`config.mk`:
```
export PLATFORM = sky130hd
export DESIGN_NAME = sdac_word_writer
export DESIGN_NICKNAME = d
export VERILOG_FILES = /design/src/rtl/sdac_pkg.sv /design/src/rtl/sdac_half_timer.sv /design/src/rtl/sdac_shifter.sv /design/src/rtl/sdac_ctrl.sv /design/src/rtl/sdac_word_writer.sv
export SDC_FILE = /design/constraint.sdc
export NUM_CORES = 1
export LEC_CHECK = 0
export ABC_AREA = 1
export ABC_CLOCK_PERIOD_IN_PS = 4700
export BUFFER_PORTS_ARGS = -buffer_cell sky130_fd_sc_hd__buf_2
export CAP_MARGIN = 20
export CORE_MARGIN = 5
export CORE_UTILIZATION = 28
export DETAILED_ROUTE_END_ITERATION = 7
export PLACE_DENSITY = 0.55
export SYNTH_ARGS = -nofsm -noshare
export SYNTH_HDL_FRONTEND = slang
export SYNTH_SLANG_ARGS = --single-unit
```
`constraint.sdc`:
```
create_clock -name clk -period 4.7 [get_ports clk]
set_input_delay 1.41 -clock clk [delete_from_list [all_inputs] [get_ports clk]]
set_output_delay 1.41 -clock clk [all_outputs]
set_load 0.01 [all_outputs]
```
`src/rtl/sdac_pkg.sv`:
```
// Package: shared types and constants of the serial DAC word writer.
// Assumes: a frame is leading zero pad bits, then configuration, then data.
package sdac_pkg;

    // Sequencer states: idle, frame-sync lead period, bit shifting.
    typedef enum logic [1:0] {
        ST_IDLE  = 2'd0,
        ST_LEAD  = 2'd1,
        ST_SHIFT = 2'd2
    } sdac_state_e;

    // Number of forced zero bits at the head of each frame.
    localparam int PAD_W = 2;

endpackage

```
`src/rtl/sdac_half_timer.sv`:
```
// Module: sdac_half_timer
// Counts system clocks while run is high and pulses tick on the last clock
// of each serial half period. Assumes HALF >= 1. The counter restarts from
// zero whenever run is low, so the first half period after run rises is full.
module sdac_half_timer #(
    parameter int HALF = 2
) (
    input  logic clk,
    input  logic rst_n,
    input  logic run,
    output logic tick
);
    localparam int CW = (HALF > 1) ? $clog2(HALF) : 1;
    localparam logic [CW-1:0] LAST = CW'(HALF - 1);

    logic [CW-1:0] cnt_q;

    assign tick = run && (cnt_q == LAST);

    // Purpose: advance the half-period counter, wrapping at each tick.
    always_ff @(posedge clk) begin
        if (!rst_n || !run) begin
            cnt_q <= '0;
        end else if (tick) begin
            cnt_q <= '0;
        end else begin
            cnt_q <= cnt_q + 1'b1;
        end
    end
endmodule

```
`src/rtl/sdac_shifter.sv`:
```
// Module: sdac_shifter
// Holds the assembled frame and drives the registered serial data bit.
// Assumes load, advance and clear never coincide. Advance moves the next
// bit onto sdo; clear returns sdo to zero at the end of a frame.
module sdac_shifter #(
    parameter int FW = 16
) (
    input  logic          clk,
    input  logic          rst_n,
    input  logic          load,
    input  logic [FW-1:0] frame_in,
    input  logic          advance,
    input  logic          clear,
    output logic          sdo
);
    logic [FW-1:0] sreg_q;

    // Purpose: capture the frame at acceptance and shift it out MSB first.
    always_ff @(posedge clk) begin
        if (!rst_n) begin
            sreg_q <= '0;
            sdo    <= 1'b0;
        end else if (load) begin
            sreg_q <= frame_in;
        end else if (advance) begin
            sdo    <= sreg_q[FW-1];
            sreg_q <= {sreg_q[FW-2:0], 1'b0};
        end else if (clear) begin
            sdo    <= 1'b0;
        end
    end
endmodule

```
`src/rtl/sdac_ctrl.sv`:
```
// Module: sdac_ctrl
// Frame sequencer. It accepts a word on valid/ready, holds frame-sync high
// for one serial period, then lowers it and toggles the serial clock for FW
// bits. A bit starts on each rising serial clock edge. At the end it raises
// frame-sync and ready together. Assumes a half-period tick from the timer.
module sdac_ctrl
    import sdac_pkg::*;
#(
    parameter int FW = 16
) (
    input  logic clk,
    input  logic rst_n,
    input  logic valid_i,
    input  logic tick,
    output logic ready_o,
    output logic fsync_o,
    output logic sclk_o,
    output logic run_o,
    output logic load_o,
    output logic advance_o,
    output logic clear_o
);
    localparam int BW = $clog2(FW);
    localparam logic [BW-1:0] LAST_BIT = BW'(FW - 1);

    sdac_state_e   state_q;
    logic          phase_q;
    logic [BW-1:0] bit_q;
    logic          accept;
    logic          lead_done;
    logic          bit_end;
    logic          last_bit;

    assign accept    = valid_i && ready_o && (state_q == ST_IDLE);
    assign lead_done = (state_q == ST_LEAD) && tick && phase_q;
    assign bit_end   = (state_q == ST_SHIFT) && tick && !sclk_o;
    assign last_bit  = (bit_q == LAST_BIT);

    assign run_o     = (state_q != ST_IDLE);
    assign load_o    = accept;
    assign advance_o = lead_done || (bit_end && !last_bit);
    assign clear_o   = bit_end && last_bit;

    // Purpose: step the frame sequence and drive the registered strobes.
    always_ff @(posedge clk) begin
        if (!rst_n) begin
            state_q <= ST_IDLE;
            ready_o <= 1'b1;
            fsync_o <= 1'b1;
            sclk_o  <= 1'b0;
            phase_q <= 1'b0;
            bit_q   <= '0;
        end else begin
            case (state_q)
                ST_IDLE: begin
                    if (accept) begin
                        state_q <= ST_LEAD;
                        ready_o <= 1'b0;
                        phase_q <= 1'b0;
                    end
                end
                ST_LEAD: begin
                    if (tick) begin
                        if (phase_q) begin
                            state_q <= ST_SHIFT;
                            fsync_o <= 1'b0;
                            sclk_o  <= 1'b1;
                            bit_q   <= '0;
                            phase_q <= 1'b0;
                        end else begin
                            phase_q <= 1'b1;
                        end
                    end
                end
                ST_SHIFT: begin
                    if (tick) begin
                        if (sclk_o) begin
                            sclk_o <= 1'b0;
                        end else if (last_bit) begin
                            state_q <= ST_IDLE;
                            fsync_o <= 1'b1;
                            ready_o <= 1'b1;
                        end else begin
                            bit_q  <= bit_q + 1'b1;
                            sclk_o <= 1'b1;
                        end
                    end
                end
                default: begin
                    state_q <= ST_IDLE;
                    ready_o <= 1'b1;
                    fsync_o <= 1'b1;
                    sclk_o  <= 1'b0;
                end
            endcase
        end
    end
endmodule

```
`src/rtl/sdac_word_writer.sv`:
```
// Module: sdac_word_writer (top)
// Accepts a code and configuration field and writes them to a serial DAC
// as one frame: zero pad bits, configuration, code, MSB first, framed by
// an active-low sync strobe. DIV_HALF sets the system clocks per serial
// clock half period. Assumes DIV_HALF >= 1.
module sdac_word_writer
    import sdac_pkg::*;
#(
    parameter int DATA_W   = 12,
    parameter int CFG_W    = 2,
    parameter int DIV_HALF = 2
) (
    input  logic              clk,
    input  logic              rst_n,
    input  logic              valid_i,
    input  logic [DATA_W-1:0] data_i,
    input  logic [CFG_W-1:0]  cfg_i,
    output logic              ready_o,
    output logic              fsync_o,
    output logic              sclk_o,
    output logic              sdo_o
);
    localparam int FW = PAD_W + CFG_W + DATA_W;

    logic          run;
    logic          tick;
    logic          load;
    logic          advance;
    logic          clear;
    logic [FW-1:0] frame_word;

    assign frame_word = {{PAD_W{1'b0}}, cfg_i, data_i};

    sdac_half_timer #(.HALF(DIV_HALF)) u_timer (
        .clk   (clk),
        .rst_n (rst_n),
        .run   (run),
        .tick  (tick)
    );

    sdac_ctrl #(.FW(FW)) u_ctrl (
        .clk       (clk),
        .rst_n     (rst_n),
        .valid_i   (valid_i),
        .tick      (tick),
        .ready_o   (ready_o),
        .fsync_o   (fsync_o),
        .sclk_o    (sclk_o),
        .run_o     (run),
        .load_o    (load),
        .advance_o (advance),
        .clear_o   (clear)
    );

    sdac_shifter #(.FW(FW)) u_shift (
        .clk      (clk),
        .rst_n    (rst_n),
        .load     (load),
        .frame_in (frame_word),
        .advance  (advance),
        .clear    (clear),
        .sdo      (sdo_o)
    );
endmodule

```
==> reports/results.tsv <==
metric	value	unit
run status	finished, final reports clean	
adder-cell share of the synthesized area	3.30	%
initial DRC count	83	
CP Class	primary input to flop	
RSZ-0062 raised after global routing	false	
via/cell ratio	4.55	
Setup TNS Final	0	ns
Sink Count	28	
site row count	26	
commonest cells after routing, fill and taps aside	89 x nand2_1, 28 x dfxtp_1, 23 x a21oi_1	
hold violation total from the final report	0	
CP Capture Type	flop	
largest net degree at the start of global routing	29	
post-synthesis mux area share	0	%
WP data arrival	2.57	ns
first-pass GRT wire length	5.87	mm
initial antenna violation count	0	
Compound-Gate Fraction of Synth Area	9.15	%
total CTS buffers	3	
Filler cells	580	
vias in the first global route	1259	
maximum achievable frequency	422	MHz
period utilization	50.4	%
register area share after synthesis	36.9	%
Simple-Gate Fraction of Synth Area	42.5	%
GRT Resource Usage Total	9.97	%
# nets final	258	
buffer depth of the longest clock path	2	
cell total after placement	302	
DRT Wirelength	3.54	mm
fin. max-slew vios	0	
cells resized by post-CTS repair	0	
min Tclk post-route	2.37	ns
#FFs+latches synth	28	
Detailed Routing Iterations Pass 1	4	
Req. time, crit path	4.91	ns
maxcap violations	0	
pre-CTS setup slack	2.04	ns
main combinational cell family by area after synthesis	simple AND/OR/NAND/NOR gates	
chip width	83.6	um
initial core utilization	29.3	%
Worst Tran Pin Value	0.664	ns
H-tree depth	1	
average size of a mapped cell	6.87	um^2
CTS tree	done	
Syn Inst Count	221	
CP Launch Type	primary input	
die height	83.6	um
crit path max fanout	28	
Overall Power	0.000867	W
Post-Synth XOR/XNOR Area	0.577	%
mapped cell area	1520	um^2
PwrDens	505	nW/um^2
clk slew on worst S/H paths	0.11	ns
DR WL/cell	11.6	um
GRT Residual Overflow	0	
Residual DRC	0	
root buffer cell	clkbuf_8	
slew margin rel.	55.7	%
final setup margin	2.33	ns
Clock Skews	0.00811	ns
Static Leak	0.754	nW
hold-fix buffers at CTS	0	
routed vias	1391	
Core Region	5170	um^2
Area growth syn-to-layout	13.2	%
Worst Hold Class	flop to flop	
count of non-filler cells in the finished layout	306	
post-route ant nets	0	
fraction of layout cells with a size suffix above 1	15.3	%
post-synth cell types	24	
Mapped Nets	242	
port buffer count	20	
IO Pins	21	
Peak VDD IR	191	uV
Util after Layout	33.2	%
clock latency on the worst-skew pair	0.28	ns
YS warnings	0	
Setup violations, final	0	
most common cell after layout, fill and taps aside	nand2_1	
number of diodes	0	
Final GP Congestion	0.772	
setup repair bufs after CTS	0	
Die ar.	6990	um^2
hpwl dp	2.40	mm
-- Yosys cell counts --
cell type | n | share of area, %
nor3_1 | 1 | 0.33
buf_4 | 2 | 0.99
nand2_4 | 1 | 0.74
nand3_4 | 3 | 3.5
buf_6 | 2 | 1.5
ha_1 | 4 | 3.3
clkbuf_1 | 3 | 0.74
a21oi_1 | 23 | 7.6
o21ai_2 | 1 | 0.58
nand4_1 | 15 | 6.2
nor2_4 | 1 | 0.74
nand3_1 | 14 | 4.6
inv_1 | 13 | 3.2
nor2_1 | 8 | 2.0
nand3_2 | 1 | 0.66
o21ai_0 | 3 | 0.99
nand2_1 | 89 | 22
xnor2_1 | 1 | 0.58
dfxtp_1 | 28 | 37
inv_2 | 2 | 0.49
nand3b_1 | 1 | 0.49
nor2_2 | 2 | 0.82
buf_2 | 2 | 0.66
nand2_2 | 1 | 0.41
-- report_power, final --
group	leakage (nW)	internal, W	switching [W]
clock network	0.0357	0.000114	0.0000810
registers	0.228	0.000282	0.0000338
logic	0.490	0.000113	0.000243
-- layout make-up --
class | count | area [um^2] | share of cell area (%)
sequential | 28 | 561 | 32.6
timing repair buffer | 20 | 100 | 5.83
clock inverter | 1 | 30.0 | 1.75
multi-input combinational | 169 | 842 | 49.0
inverter | 15 | 56.3 | 3.28
clock buffer | 3 | 41.3 | 2.40
tap | 70 | 87.6 | 5.10
-- stage by stage --
stage / area, um^2 / hold WS (ns)
after floorplan: 1520 / 0.440
after global placement: 1650 / 0.436
after detailed placement: 1650 / 0.443
after CTS: 1720 / 0.460
after global routing: 1720 / 0.481
final: 1720 / 0.459
-- metal layers --
metal | vias up | part of all wire [%] | wire length (um) | track usage (%)
met1 | 613 | 49 | 1740 | 13.2
li1 | 754 | - | - | -
met3 | 4 | 4.6 | 164 | 2.57
met5 | - | 0 | 0 | 0
met2 | 20 | 45 | 1590 | 14.9
met4 | 0 | 1.1 | 38 | 4.82
-- kinds of logic after synthesis --
logic type / Yosys count
buffers and inverters: 24
XOR/XNOR: 1
adder cells (fa/ha/maj): 4
AO/OA/AOI/OAI: 27
AND/OR/NAND/NOR: 137
flip-flops: 28
-- critical path, stage by stage --
cell     delay [ns]
buf_2          0.11
nand3_4        0.27
inv_1          0.44
nand2_1        0.10
nand2_1        0.08
nand2_1        0.05
a21oi_1        0.12
-- registers in the layout, summed over array words and instances, names as in the netlist --
signal          cells
u_ctrl.sclk_o       1
u_ctrl.fsync_o      1
u_shift.sdo         1
u_ctrl.bit_q        4
u_ctrl.state_q      2
u_ctrl.ready_o      1
u_timer.cnt_q       1
u_ctrl.phase_q      1
u_shift.sreg_q     16
-- worst paths after layout --
check                    start  slack (ns)  depth (start not counted)                end
max                    valid_i        2.33                          7  u_shift.sreg_q[4]
min             u_ctrl.fsync_o        0.46                          2     u_ctrl.fsync_o
max reg2reg  u_ctrl.state_q[0]        2.81                          8  u_shift.sreg_q[4]
min reg2reg     u_ctrl.fsync_o        0.46                          2     u_ctrl.fsync_o
Power figures use the tool's default switching activity.
